File: src/rtl/pllc_pkg.sv
package pllc_pkg;

    localparam int DW = 8;

    typedef enum logic [1:0] {
        SRC_XTAL = 2'b00,
        SRC_PLL  = 2'b01,
        SRC_RTC  = 2'b10,
        SRC_RSVD = 2'b11
    } src_e;

    // register 0 layout
    localparam int CFG_SRC_LO  = 0;
    localparam int CFG_CRIT_LO = 2;
    // register 1 layout
    localparam int CTL_EN      = 0;
    localparam int CTL_LOCK_IE = 1;
    localparam int CTL_UNLK_IE = 2;
    localparam int CTL_LOCK_FL = 3;
    localparam int CTL_UNLK_FL = 4;
    localparam int CTL_LOCKED  = 5;

    typedef struct packed {
        logic unlk_flag;
        logic lock_flag;
        logic unlk_ie;
        logic lock_ie;
        logic en;
    } ctl_t;

    // cycles in one window: bit 1 of the criteria picks the long window
    function automatic int win_cycles(input logic [1:0] crit, input int short_w, input int long_w);
        return crit[1] ? long_w : short_w;
    endfunction

    // consecutive windows required: bit 0 picks the larger count
    function automatic int win_needed(input logic [1:0] crit, input int few_w, input int many_w);
        return crit[0] ? many_w : few_w;
    endfunction

endpackage

File: src/rtl/pllc_lock_qual.sv
module pllc_lock_qual
    import pllc_pkg::*;
#(
    parameter int SYNC_STAGES = 2,
    parameter int SHORT_WIN   = 1,
    parameter int LONG_WIN    = 20,
    parameter int FEW_WIN     = 8,
    parameter int MANY_WIN    = 16
) (
    input  logic       clk,
    input  logic       rst,
    input  logic       run,
    input  logic [1:0] crit,
    input  logic       lock_raw,
    output logic       lock_sync,
    output logic       locked
);
    localparam int SUB_W = $clog2(LONG_WIN + 1);
    localparam int WIN_W = $clog2(MANY_WIN + 1);

    logic [SYNC_STAGES-1:0] sync_q;
    logic [SUB_W-1:0]       sub_q;
    logic [WIN_W-1:0]       win_q;
    logic                   last_cycle;
    logic                   last_win;

    always_ff @(posedge clk) begin
        if (rst) sync_q <= '0;
        else     sync_q <= {sync_q[SYNC_STAGES-2:0], lock_raw};
    end
    assign lock_sync = sync_q[SYNC_STAGES-1];

    assign last_cycle = (int'(sub_q) == win_cycles(crit, SHORT_WIN, LONG_WIN) - 1);
    assign last_win   = (int'(win_q) == win_needed(crit, FEW_WIN, MANY_WIN) - 1);

    always_ff @(posedge clk) begin
        if (rst || !run || !lock_sync) begin
            sub_q  <= '0;
            win_q  <= '0;
            locked <= 1'b0;
        end else if (!locked) begin
            if (last_cycle) begin
                sub_q <= '0;
                if (last_win) locked <= 1'b1;
                else          win_q  <= win_q + 1'b1;
            end else begin
                sub_q <= sub_q + 1'b1;
            end
        end
    end
endmodule

File: src/rtl/pllc_src_sel.sv
module pllc_src_sel
    import pllc_pkg::*;
(
    input  logic       clk,
    input  logic       rst,
    input  logic       wr_src,
    input  logic [1:0] code,
    input  logic       xtal_ok,
    input  logic       rtc_ok,
    input  logic       pll_ready,
    output src_e       src
);
    src_e req, nxt;

    always_comb begin
        req = src;
        if (wr_src) begin
            unique case (src_e'(code))
                SRC_XTAL: if (xtal_ok)   req = SRC_XTAL;
                SRC_RTC:  if (rtc_ok)    req = SRC_RTC;
                SRC_PLL:  if (pll_ready) req = SRC_PLL;
                default:  req = src;
            endcase
        end
        nxt = (req == SRC_PLL && !pll_ready) ? SRC_XTAL : req;
    end

    always_ff @(posedge clk) begin
        if (rst) src <= SRC_XTAL;
        else     src <= nxt;
    end
endmodule

File: src/rtl/pllc_irq_ctl.sv
module pllc_irq_ctl
    import pllc_pkg::*;
(
    input  logic          clk,
    input  logic          rst,
    input  logic          wr_ctl,
    input  logic [DW-1:0] wdata,
    input  logic          locked,
    output ctl_t          ctl,
    output logic          irq
);
    logic locked_d;
    logic rise, fall;

    always_ff @(posedge clk) begin
        if (rst) locked_d <= 1'b0;
        else     locked_d <= locked;
    end

    assign rise = locked && !locked_d;
    assign fall = !locked && locked_d;

    always_ff @(posedge clk) begin
        if (rst) begin
            ctl <= '0;
        end else begin
            if (wr_ctl) begin
                ctl.en      <= wdata[CTL_EN];
                ctl.lock_ie <= wdata[CTL_LOCK_IE];
                ctl.unlk_ie <= wdata[CTL_UNLK_IE];
            end
            ctl.lock_flag <= rise || (ctl.lock_flag && !(wr_ctl && wdata[CTL_LOCK_FL]));
            ctl.unlk_flag <= fall || (ctl.unlk_flag && !(wr_ctl && wdata[CTL_UNLK_FL]));
        end
    end

    assign irq = (ctl.lock_flag && ctl.lock_ie) || (ctl.unlk_flag && ctl.unlk_ie);
endmodule

File: src/rtl/pllc_top.sv
module pllc_top
    import pllc_pkg::*;
#(
    parameter int SYNC_STAGES = 2,
    parameter int SHORT_WIN   = 1,
    parameter int LONG_WIN    = 20,
    parameter int FEW_WIN     = 8,
    parameter int MANY_WIN    = 16
) (
    input  logic          clk,
    input  logic          rst,
    input  logic          bus_wr,
    input  logic          bus_addr,
    input  logic [DW-1:0] bus_wdata,
    output logic [DW-1:0] bus_rdata,
    input  logic          lock_raw,
    input  logic          xtal_ok,
    input  logic          pll_clk_ok,
    input  logic          rtc_ok,
    output logic [1:0]    clk_sel,
    output logic          pll_en,
    output logic          irq
);
    logic       wr_cfg, wr_ctl;
    logic [1:0] crit_q;
    logic       locked, lock_sync, pll_ready;
    ctl_t       ctl;
    src_e       src;
    logic       unused_wbits;

    assign wr_cfg = bus_wr && !bus_addr;
    assign wr_ctl = bus_wr &&  bus_addr;
    assign unused_wbits = ^bus_wdata[DW-1:CTL_LOCKED];

    always_ff @(posedge clk) begin
        if (rst)                  crit_q <= 2'b00;
        else if (wr_cfg && !ctl.en) crit_q <= bus_wdata[CFG_CRIT_LO +: 2];
    end

    pllc_lock_qual #(
        .SYNC_STAGES(SYNC_STAGES), .SHORT_WIN(SHORT_WIN), .LONG_WIN(LONG_WIN),
        .FEW_WIN(FEW_WIN), .MANY_WIN(MANY_WIN)
    ) u_qual (
        .clk(clk), .rst(rst), .run(ctl.en), .crit(crit_q),
        .lock_raw(lock_raw), .lock_sync(lock_sync), .locked(locked)
    );

    assign pll_ready = ctl.en && locked && pll_clk_ok;

    pllc_src_sel u_sel (
        .clk(clk), .rst(rst), .wr_src(wr_cfg), .code(bus_wdata[CFG_SRC_LO +: 2]),
        .xtal_ok(xtal_ok), .rtc_ok(rtc_ok), .pll_ready(pll_ready), .src(src)
    );

    pllc_irq_ctl u_irq (
        .clk(clk), .rst(rst), .wr_ctl(wr_ctl), .wdata(bus_wdata),
        .locked(locked), .ctl(ctl), .irq(irq)
    );

    always_comb begin
        bus_rdata = '0;
        if (!bus_addr) begin
            bus_rdata[CFG_SRC_LO +: 2]  = src;
            bus_rdata[CFG_CRIT_LO +: 2] = crit_q;
        end else begin
            bus_rdata[CTL_EN]      = ctl.en;
            bus_rdata[CTL_LOCK_IE] = ctl.lock_ie;
            bus_rdata[CTL_UNLK_IE] = ctl.unlk_ie;
            bus_rdata[CTL_LOCK_FL] = ctl.lock_flag;
            bus_rdata[CTL_UNLK_FL] = ctl.unlk_flag;
            bus_rdata[CTL_LOCKED]  = locked;
        end
    end

    assign clk_sel = src;
    assign pll_en  = ctl.en;
endmodule

File: config.mk
export PLATFORM = sky130hd
export DESIGN_NAME = pllc_top
export DESIGN_NICKNAME = d
export VERILOG_FILES = /design/src/rtl/pllc_pkg.sv /design/src/rtl/pllc_lock_qual.sv /design/src/rtl/pllc_src_sel.sv /design/src/rtl/pllc_irq_ctl.sv /design/src/rtl/pllc_top.sv
export SDC_FILE = /design/constraint.sdc
export NUM_CORES = 1
export LEC_CHECK = 0
export ABC_AREA = 1
export BUFFER_PORTS_ARGS = -buffer_cell sky130_fd_sc_hd__buf_4
export CAP_MARGIN = 0
export CORE_MARGIN = 2
export CORE_UTILIZATION = 50
export CTS_BUF_LIST = sky130_fd_sc_hd__clkbuf_2 sky130_fd_sc_hd__clkbuf_4 sky130_fd_sc_hd__clkbuf_8
export CTS_CLUSTER_SIZE = 16
export DETAILED_ROUTE_END_ITERATION = 10
export GPL_ROUTABILITY_DRIVEN = 0
export PLACE_DENSITY = 0.75
export RECOVER_POWER = 50
export SLEW_MARGIN = 5
export SYNTH_ARGS = -nofsm -noshare
export SYNTH_HDL_FRONTEND = slang
export SYNTH_SLANG_ARGS = --single-unit
export TNS_END_PERCENT = 30
File: constraint.sdc
create_clock -name clk -period 1.5 [get_ports clk]
set_clock_uncertainty 0.05 [all_clocks]
set_input_delay 0.3 -clock clk [delete_from_list [all_inputs] [get_ports clk]]
set_output_delay 0.3 -clock clk [all_outputs]
set_load 0.01 [all_outputs]
==> impl_metrics.env, run 1 <==
export IMPL_async_reset_ff_share_pct=0
export IMPL_grt_pass1_wl_um=3990
export IMPL_clk_pin_slew_ns=0.14
export IMPL_status="finished, final reports clean"
export IMPL_cts_tree="built"
export IMPL_grt_overflow_total=0
export IMPL_chipWidth_um=52.4
export IMPL_final_layout_size_suffix_gt1_share_pct=18.9
export IMPL_r2r_cells=9
export IMPL_root_buffer="clkbuf_4"
export IMPL_period_minus_slack_ns=1.40
export IMPL_utilization_pct=61.8
export IMPL_clk_latency_ns=0.32
export IMPL_setup_viol=0
export IMPL_synth_top_cell_area_share_pct=39.3
export IMPL_cp_data_required_time_ns=1.15
export IMPL_gr_usage_all_layers_pct=19.1
export IMPL_critPathLaunchType="register"
export IMPL_synth_edf_count=0
export IMPL_cp_slowest_stage_delay_ns=0.35
export IMPL_power_mw=1.05
export IMPL_synth_area_leaders="dfxtp_1 39%, nand2_1 10%, nor2_1 8.7%, inv_1 7.1%, o21ai_0 6.4%"
export IMPL_critPathKind="register to primary output"
export IMPL_powerDensity_nw_per_um2=766
export IMPL_yosysMostFrequentCell="nand2_1"
export IMPL_setup_slack_ns=0.0954
export IMPL_instances_no_fill=218
export IMPL_io_buffers=22
export IMPL_dp_slack_ns=0.129
export IMPL_finalSetupTns_ns=0
export IMPL_diodes=0
export IMPL_ys_warn_count=0
export IMPL_leakagePower_nw=0.624
export IMPL_cts_sinks=23
export IMPL_ys_types=25
export IMPL_syn_area_sq_um=1170
export IMPL_nets=209
export IMPL_initial_core_util_pct=52.9
export IMPL_fp_dieH_um=52.4
export IMPL_crit_path_end_kind="primary output"
export IMPL_grt_pass1_vias=969
export IMPL_dp_hpwl_um=1810
export IMPL_crit_buf_inv=2
export IMPL_layout_worst_path_cycle_share_pct=93.6
export IMPL_dp_cells=214
export IMPL_cts_made_buffers=3
export IMPL_io_pins=28
export IMPL_cp_top_family="flip-flops"
export IMPL_yosys_area_top_type="dfxtp_1"
export IMPL_die_area_sq_um=2750
export IMPL_hp_class="input pin to register"
export IMPL_core_area_sq_um=2210
export IMPL_grt_max_degree=15
export IMPL_holdWs_ns=0.134
export IMPL_cts_max_path_buffers=2
export IMPL_netlist_top_cells_count="32 x nand2_1, 27 x nor2_1, 23 x dfxtp_1"
export IMPL_path_max_fanout=3
export IMPL_hold_depth=3
export IMPL_avgViaCountPerCell=4.96
export IMPL_cp_num_cells=3
export IMPL_drc_errors=0
export IMPL_slew_viol_final=0
export IMPL_cp_slowest_cell="dfxtp_1"
export IMPL_drt_total_wl_um=2320
export IMPL_wl_per_cell_um=10.6
export IMPL_placed_area_sq_um=1340
export IMPL_initialDrtViolationCount=20
export IMPL_hold_violations=0
export IMPL_worstPathCellList="inv_1 > o21ai_0 > buf_4"
export IMPL_ir_drop_v=0.000535
export IMPL_drv_cap=0
export IMPL_grt_antenna_before_repair=0
export IMPL_ys_flop_type="dfxtp_1"
export IMPL_arrival_ns=1.05
export IMPL_area_delta_synth_final_pct=16.8
export IMPL_cts_htree_levels=1
export IMPL_dr_pass1_iters=4
export IMPL_synth_seq_cells=23
export IMPL_final_antenna_net_count=0
export IMPL_via_count=1081
export IMPL_clock_fmax_ghz=0.712
export IMPL_postSynthCellCount=168
export IMPL_design_area_sq_um=1370
export IMPL_rsz0062_at_grt="no"
export IMPL_fp_row_count=17
export IMPL_seq_area_frac_synth_pct=39.3
export IMPL_avgSynthCellArea_sq_um=6.97
## worst min-delay path, delay by kind of cell
family	cells	cell delay, ns
AND/OR/NAND/NOR	1	0.04
buffers and inverters	2	0.15
## registers in the layout, summed over array words and instances (netlist names)
register / count
u_sel.src: 2
crit_q: 2
u_irq.ctl: 5
u_qual.sub_q: 5
u_irq.locked_d: 1
u_qual.sync_q: 2
u_qual.win_q: 5
u_qual.locked: 1
## path summary, 6_finish.rpt
| check | from | end | slack (ns) |
|---|---|---|---|
| worst max-delay path | crit_q[1] | bus_rdata[3] | 0.1 |
| worst min-delay path | lock_raw | u_qual.sync_q[0] | 0.13 |
| worst max register to register | u_qual.win_q[0] | u_qual.win_q[0] | 0.15 |
| worst min register to register | u_qual.sync_q[0] | u_qual.sync_q[1] | 0.38 |
## power by group
group	total, mW	internal [mW]	switching (mW)
clock	0.298	0.102	0.196
combinational	0.118	0.0493	0.0688
sequential	0.632	0.624	0.00845
total	1.05	0.775	0.273
## cells by family after synthesis
| family | count (synthesis) | share of synthesized area [%] |
|---|---|---|
| AO/OA/AOI/OAI | 32 | 14.0 |
| AND/OR/NAND/NOR | 75 | 29.3 |
| adder cells (fa/ha/maj) | 2 | 2.14 |
| flip-flops | 23 | 39.3 |
| buffers and inverters | 30 | 11.2 |
| XOR/XNOR | 5 | 3.74 |
| other | 1 | 0.320 |
## repair_timing
item	CTS	global route
gates resized for setup	0	5
setup buffers	0	0
setup endpoints to repair	0	4
hold buffers	0	0
## cell type report
| class | instances | area (sq um) |
|---|---|---|
| fillers | 208 | 845 |
| multi-input cells | 116 | 583 |
| flip-flops and latches | 23 | 465 |
| repair buffers | 22 | 158 |
| inverters | 25 | 96.3 |
| well taps | 28 | 35.0 |
| clock buffers | 3 | 22.5 |
| clock inverters | 1 | 7.51 |
## routing by layer
layer | global-route usage (%) | vias up | part of all wire, %
met5 | 0 | - | 0
met4 | 5.56 | 0 | 1.1
met3 | 5.14 | 7 | 5.5
met2 | 34.2 | 30 | 48
met1 | 22.0 | 477 | 45
li1 | - | 567 | -
## cell usage in the layout, fill, tap and decap left out, types with 3 or more instances in the layout
cell	instances
a21oi_1	13
buf_4	20
clkbuf_4	3
dfxtp_1	19
dfxtp_2	4
inv_1	22
nand2_1	32
nand3_1	7
nor2_1	27
nor3_1	3
o21ai_0	14
o21ai_1	4
xor2_1	5
(Power assumes the default switching activity.)
==> inputs of run 2 (changes only) <==
--- a/config.mk
+++ b/config.mk
@@ -8,7 +8,6 @@
 export ABC_AREA = 1
 export BUFFER_PORTS_ARGS = -buffer_cell sky130_fd_sc_hd__buf_4
 export CAP_MARGIN = 0
-export CORE_MARGIN = 2
 export CORE_UTILIZATION = 50
 export CTS_BUF_LIST = sky130_fd_sc_hd__clkbuf_2 sky130_fd_sc_hd__clkbuf_4 sky130_fd_sc_hd__clkbuf_8
 export CTS_CLUSTER_SIZE = 16
@@ -16,6 +15,7 @@
 export GPL_ROUTABILITY_DRIVEN = 0
 export PLACE_DENSITY = 0.75
 export RECOVER_POWER = 50
+export SETUP_SLACK_MARGIN = 0.02
 export SLEW_MARGIN = 5
 export SYNTH_ARGS = -nofsm -noshare
 export SYNTH_HDL_FRONTEND = slang
==> impl_metrics.env, run 2 (same netlist as run 1, synthesis figures left out) <==
export IMPL_status="finished, final reports clean"
export IMPL_instances_no_fill=218
export IMPL_path_max_fanout=3
export IMPL_drv_cap=0
export IMPL_cp_slowest_cell="dfxtp_1"
export IMPL_drt_total_wl_um=2360
export IMPL_clk_pin_slew_ns=0.13
export IMPL_r2r_start="u_qual.win_q[0]"
export IMPL_cts_hold_buffers=0
export IMPL_cts_htree_levels=1
export IMPL_cts_tree="built"
export IMPL_root_buffer="clkbuf_4"
export IMPL_cp_num_cells=3
export IMPL_dp_hpwl_um=1810
export IMPL_fillers=225
export IMPL_via_count=1089
export IMPL_rsz0062_at_grt="no"
export IMPL_gr_usage_all_layers_pct=20.3
export IMPL_final_layout_size_suffix_gt1_share_pct=17.9
export IMPL_drc_errors=0
export IMPL_worstPathCellList="inv_1 > o21ai_0 > buf_4"
export IMPL_io_buffers=22
export IMPL_grt_use_met2_pct=35.1
export IMPL_hp_class="input pin to register"
export IMPL_clockPowerShare_pct=29.2
export IMPL_cts_resized=1
export IMPL_min_to="u_qual.sync_q[0]"
export IMPL_seqPwrFrac_pct=59.8
export IMPL_critPathKind="register to primary output"
export IMPL_cts_made_buffers=3
export IMPL_grt_antenna_before_repair=0
export IMPL_arrival_ns=1.05
export IMPL_diodes=0
export IMPL_cts_max_path_buffers=2
export IMPL_grt_pass1_wl_um=3920
export IMPL_setup_viol=0
export IMPL_period_minus_slack_ns=1.40
export IMPL_switching_share_pct=24.8
export IMPL_use_met1_pct=24.5
export IMPL_combPwrFrac_pct=11.0
export IMPL_p_int_mw=0.795
export IMPL_design_area_sq_um=1360
export IMPL_top_regs="u_irq.ctl: 5 flops, u_qual.sub_q: 5 flops, u_qual.win_q: 5 flops"
export IMPL_grt_pass1_vias=954
export IMPL_chipWidth_um=50.4
export IMPL_ir_drop_v=0.000527
export IMPL_seq_area_sq_um=464
export IMPL_cp_slowest_stage_delay_ns=0.35
export IMPL_rrSetupSlack_ns=0.16
export IMPL_wl_per_cell_um=10.8
export IMPL_core_area_sq_um=2210
export IMPL_clock_fmax_ghz=0.716
export IMPL_multi_input_area_sq_um=583
export IMPL_leakagePower_nw=0.624
export IMPL_crit_path_end_kind="primary output"
export IMPL_grt_overflow_total=0
export IMPL_power_mw=1.06
export IMPL_r2r_cells=9
export IMPL_top_usage_layer="met2"
export IMPL_hold_depth=3
export IMPL_nets=209
export IMPL_slew_viol_final=0
export IMPL_grt_max_degree=13
export IMPL_layout_commonest_cell="nand2_1"
export IMPL_critPathLaunchType="register"
export IMPL_most_common_layout_cells="32 x nand2_1, 27 x nor2_1, 22 x inv_1"
export IMPL_area_delta_synth_final_pct=16.3
export IMPL_hold_violations=0
export IMPL_powerDensity_nw_per_um2=775
export IMPL_initial_core_util_pct=52.9
export IMPL_dr_pass1_iters=4
export IMPL_initialDrtViolationCount=23
export IMPL_finalSetupTns_ns=0
export IMPL_layout_worst_path_cycle_share_pct=93.2
export IMPL_avgViaCountPerCell=5.00
export IMPL_cts_sinks=23
export IMPL_fp_row_count=17
export IMPL_final_antenna_net_count=0
export IMPL_cp_data_required_time_ns=1.15
export IMPL_crit_buf_inv=2
export IMPL_die_area_sq_um=2540
export IMPL_min_from="lock_raw"
export IMPL_dp_cells=214
export IMPL_io_pins=28
export IMPL_placed_area_sq_um=1340
export IMPL_holdWs_ns=0.148
export IMPL_clk_latency_ns=0.30
export IMPL_timing_rr_end="u_qual.win_q[0]"
export IMPL_fp_dieH_um=50.4
export IMPL_power_switching_mw=0.261
export IMPL_post_cts_buffers=0
export IMPL_grt_use_met3_pct=3.33
export IMPL_cp_top_family="flip-flops"
[run 2: how the worst max path moves through the flow]
| stage | startpoint | end | slack (ns) |
|---|---|---|---|
| 2_1_floorplan | u_qual.win_q[0] | u_qual.win_q[0] | 0.28 |
| 3_3_place_gp | bus_addr | u_sel.src[0] | 0.17 |
| 3_5_place_dp | bus_addr | u_sel.src[0] | 0.12 |
| 4_1_cts | crit_q[0] | bus_rdata[2] | 0.08 |
| 5_1_grt | crit_q[1] | bus_rdata[3] | 0.04 |
| 6_report | crit_q[1] | bus_rdata[3] | 0.10 |
[run 2: tightest hold or removal path: stages]
cell    delay, ns
buf_4        0.10
inv_1        0.04
nor2_1       0.03
[run 2: metrics by stage]
step	worst slack (ns)	utilization, %
2_1_floorplan	0.276	-
3_3_place_gp	0.171	60.6
3_5_place_dp	0.122	60.6
4_1_cts	0.0778	62.0
5_1_grt	0.0359	61.6
6_report	0.103	61.6
[run 2: area by class of cell]
cell class	count	share of cell area (%)
multi-input combinational	116	42.8
sequential	23	34.1
timing repair buffer	22	11.3
inverter	25	7.07
tap	28	2.57
clock buffer	4	2.20
[run 2: power groups by stage]
stage	clock network, mW	registers (mW)	logic [mW]
after floorplan	0	0.645	0.0708
after global placement	0	0.645	0.114
after detailed placement	0	0.645	0.117
after CTS	0.314	0.632	0.117
after global routing	0.331	0.634	0.130
final	0.308	0.632	0.116
[run 2: layer usage]
metal / wire, um / vias up / part of all wire [%]
met5: 0 / - / 0
met4: 16 / 0 / 0.68
met3: 104 / 2 / 4.4
met2: 1190 / 29 / 50
met1: 1050 / 491 / 45
li1: - / 567 / -
==> inputs of run 3 (changes only) <==
==> constraint.sdc (replaced) <==
create_clock -name clk -period 1.34 [get_ports clk]
set_clock_uncertainty 0.05 [all_clocks]
set_input_delay 0.268 -clock clk [delete_from_list [all_inputs] [get_ports clk]]
set_output_delay 0.268 -clock clk [all_outputs]
set_load 0.01 [all_outputs]
==> impl_metrics.env, run 3 (same netlist as run 1, synthesis figures left out) <==
export IMPL_status="finished, final reports clean"
export IMPL_rsz0062_at_grt="yes"
export IMPL_utilization_pct=66.6
export IMPL_critPathKind="register to primary output"
export IMPL_initial_core_util_pct=52.9
export IMPL_grt_overflow_total=0
export IMPL_power_mw=1.15
export IMPL_nets=215
export IMPL_worstPathCellList="a22o_1 > buf_6"
export IMPL_dr_pass1_iters=4
export IMPL_setup_slack_ns=0.0131
export IMPL_io_pins=28
export IMPL_setup_viol=0
export IMPL_hp_class="input pin to register"
export IMPL_dp_hpwl_um=1760
export IMPL_fillers=209
export IMPL_avgViaCountPerCell=4.82
export IMPL_final_layout_size_suffix_gt1_share_pct=30.6
export IMPL_dp_slack_ns=0.0550
export IMPL_most_common_layout_cells="31 x nand2_1, 24 x nor2_1, 24 x buf_4"
export IMPL_power_switching_mw=0.285
export IMPL_area_delta_synth_final_pct=25.7
export IMPL_clk_pin_slew_ns=0.13
export IMPL_wirelength_met1_um=1120
export IMPL_r2r_cells=8
export IMPL_io_buffers=22
export IMPL_slew_viol_final=0
export IMPL_critPathLaunchType="register"
export IMPL_cp_num_cells=2
export IMPL_grt_pass1_vias=990
export IMPL_cts_hold_buffers=0
export IMPL_hold_violations=0
export IMPL_cts_sinks=23
export IMPL_leakagePower_nw=0.664
export IMPL_ir_drop_v=0.000479
export IMPL_via_count=1079
export IMPL_clk_latency_ns=0.30
export IMPL_die_area_sq_um=2540
export IMPL_cts_max_path_buffers=2
export IMPL_layout_worst_path_cycle_share_pct=99.0
export IMPL_cts_htree_levels=1
export IMPL_routed_top_layer="met4"
export IMPL_grt_antenna_before_repair=0
export IMPL_root_buffer="clkbuf_4"
export IMPL_top_regs="u_irq.ctl: 5 flops, u_qual.sub_q: 5 flops, u_qual.win_q: 5 flops"
export IMPL_cts_made_buffers=3
export IMPL_fp_row_count=17
export IMPL_fp_dieH_um=50.4
export IMPL_initialDrtViolationCount=21
export IMPL_wl_per_cell_um=10.4
export IMPL_cp_data_required_time_ns=1.02
export IMPL_dp_cells=219
export IMPL_drv_cap=0
export IMPL_arrival_ns=1.01
export IMPL_cp_top_family="flip-flops"
export IMPL_combPwrFrac_pct=12.1
export IMPL_cts_tree="built"
export IMPL_core_area_sq_um=2210
export IMPL_holdWs_ns=0.107
export IMPL_gr_usage_all_layers_pct=19.4
export IMPL_seqPwrFrac_pct=61.1
export IMPL_switching_share_pct=24.8
export IMPL_final_antenna_net_count=0
export IMPL_p_int_mw=0.865
export IMPL_clock_fmax_ghz=0.754
export IMPL_crit_buf_inv=1
export IMPL_diodes=0
export IMPL_drt_total_wl_um=2320
export IMPL_grt_max_degree=14
export IMPL_period_minus_slack_ns=1.33
export IMPL_layout_commonest_cell="nand2_1"
export IMPL_chipWidth_um=50.4
export IMPL_instances_no_fill=224
export IMPL_cp_slowest_cell="dfxtp_2"
export IMPL_clockPowerShare_pct=26.8
export IMPL_cp_slowest_stage_delay_ns=0.35
export IMPL_crit_path_end_kind="primary output"
export IMPL_hold_depth=3
export IMPL_path_max_fanout=3
export IMPL_wl_met3_um=77
export IMPL_drc_errors=0
export IMPL_grt_pass1_wl_um=3820
export IMPL_met2_length_um=1120
export IMPL_powerDensity_nw_per_um2=781
-- run 3: worst paths after layout --
path / start / end / slack (ns)
hold reg to reg: u_qual.sync_q[0] / u_qual.sync_q[1] / 0.37
hold / removal: lock_raw / u_qual.sync_q[0] / 0.11
setup reg to reg: u_qual.win_q[0] / u_qual.win_q[2] / 0.09
setup / recovery: u_irq.ctl[2] / irq / 0.01
-- run 3: per-layer routing --
metal | global-route usage, % | vias to the layer above
met1 | 24.3 | 473
met3 | 3.03 | 2
met2 | 33.3 | 25
met5 | 0 | -
met4 | 6.94 | 0
li1 | - | 579
-- run 3: through the flow --
| stage | area, sq um | setup TNS (ns) |
|---|---|---|
| after CTS | 1410 | -0.00712 |
| after global routing | 1470 | -0.109 |
| after detailed placement | 1380 | 0 |
| after floorplan | 1170 | 0 |
| final | 1470 | 0 |
| after global placement | 1380 | 0 |
-- run 3: cell type report --
cell class | instances | area [sq um] | share of cell area (%)
clock buffers | 3 | 22.5 | 1.53
well taps | 28 | 35.0 | 2.38
multi-input cells | 116 | 621 | 42.1
repair buffers | 28 | 206 | 14.0
clock inverters | 1 | 5.00 | 0.340
inverters | 25 | 96.3 | 6.54
flip-flops and latches | 23 | 487 | 33.1
-- run 3: power groups by stage --
stage / Combinational [mW] / Sequential (mW) / Clock (mW)
floorplan: 0.0793 / 0.722 / 0
global placement: 0.132 / 0.722 / 0
detailed placement: 0.135 / 0.723 / 0
CTS: 0.137 / 0.708 / 0.332
global route: 0.154 / 0.704 / 0.355
finish: 0.139 / 0.702 / 0.308
-- run 3: repair_timing --
action,4_1_cts,5_1_grt
pin swaps,0,5
gates cloned,0,0
setup endpoints to repair,6,14
setup buffers,0,1
hold endpoints to repair,0,0
gates resized for setup,8,25
-- run 3: worst reg2reg max path, delay by kind of cell, from the launching register on --
kind	cells	cell delay, ns
AND/OR/NAND/NOR	5	0.43
adder cells (fa/ha/maj)	1	0.16
buffers and inverters	1	0.04
AO/OA/AOI/OAI	1	0.14
flip-flops	1	0.38
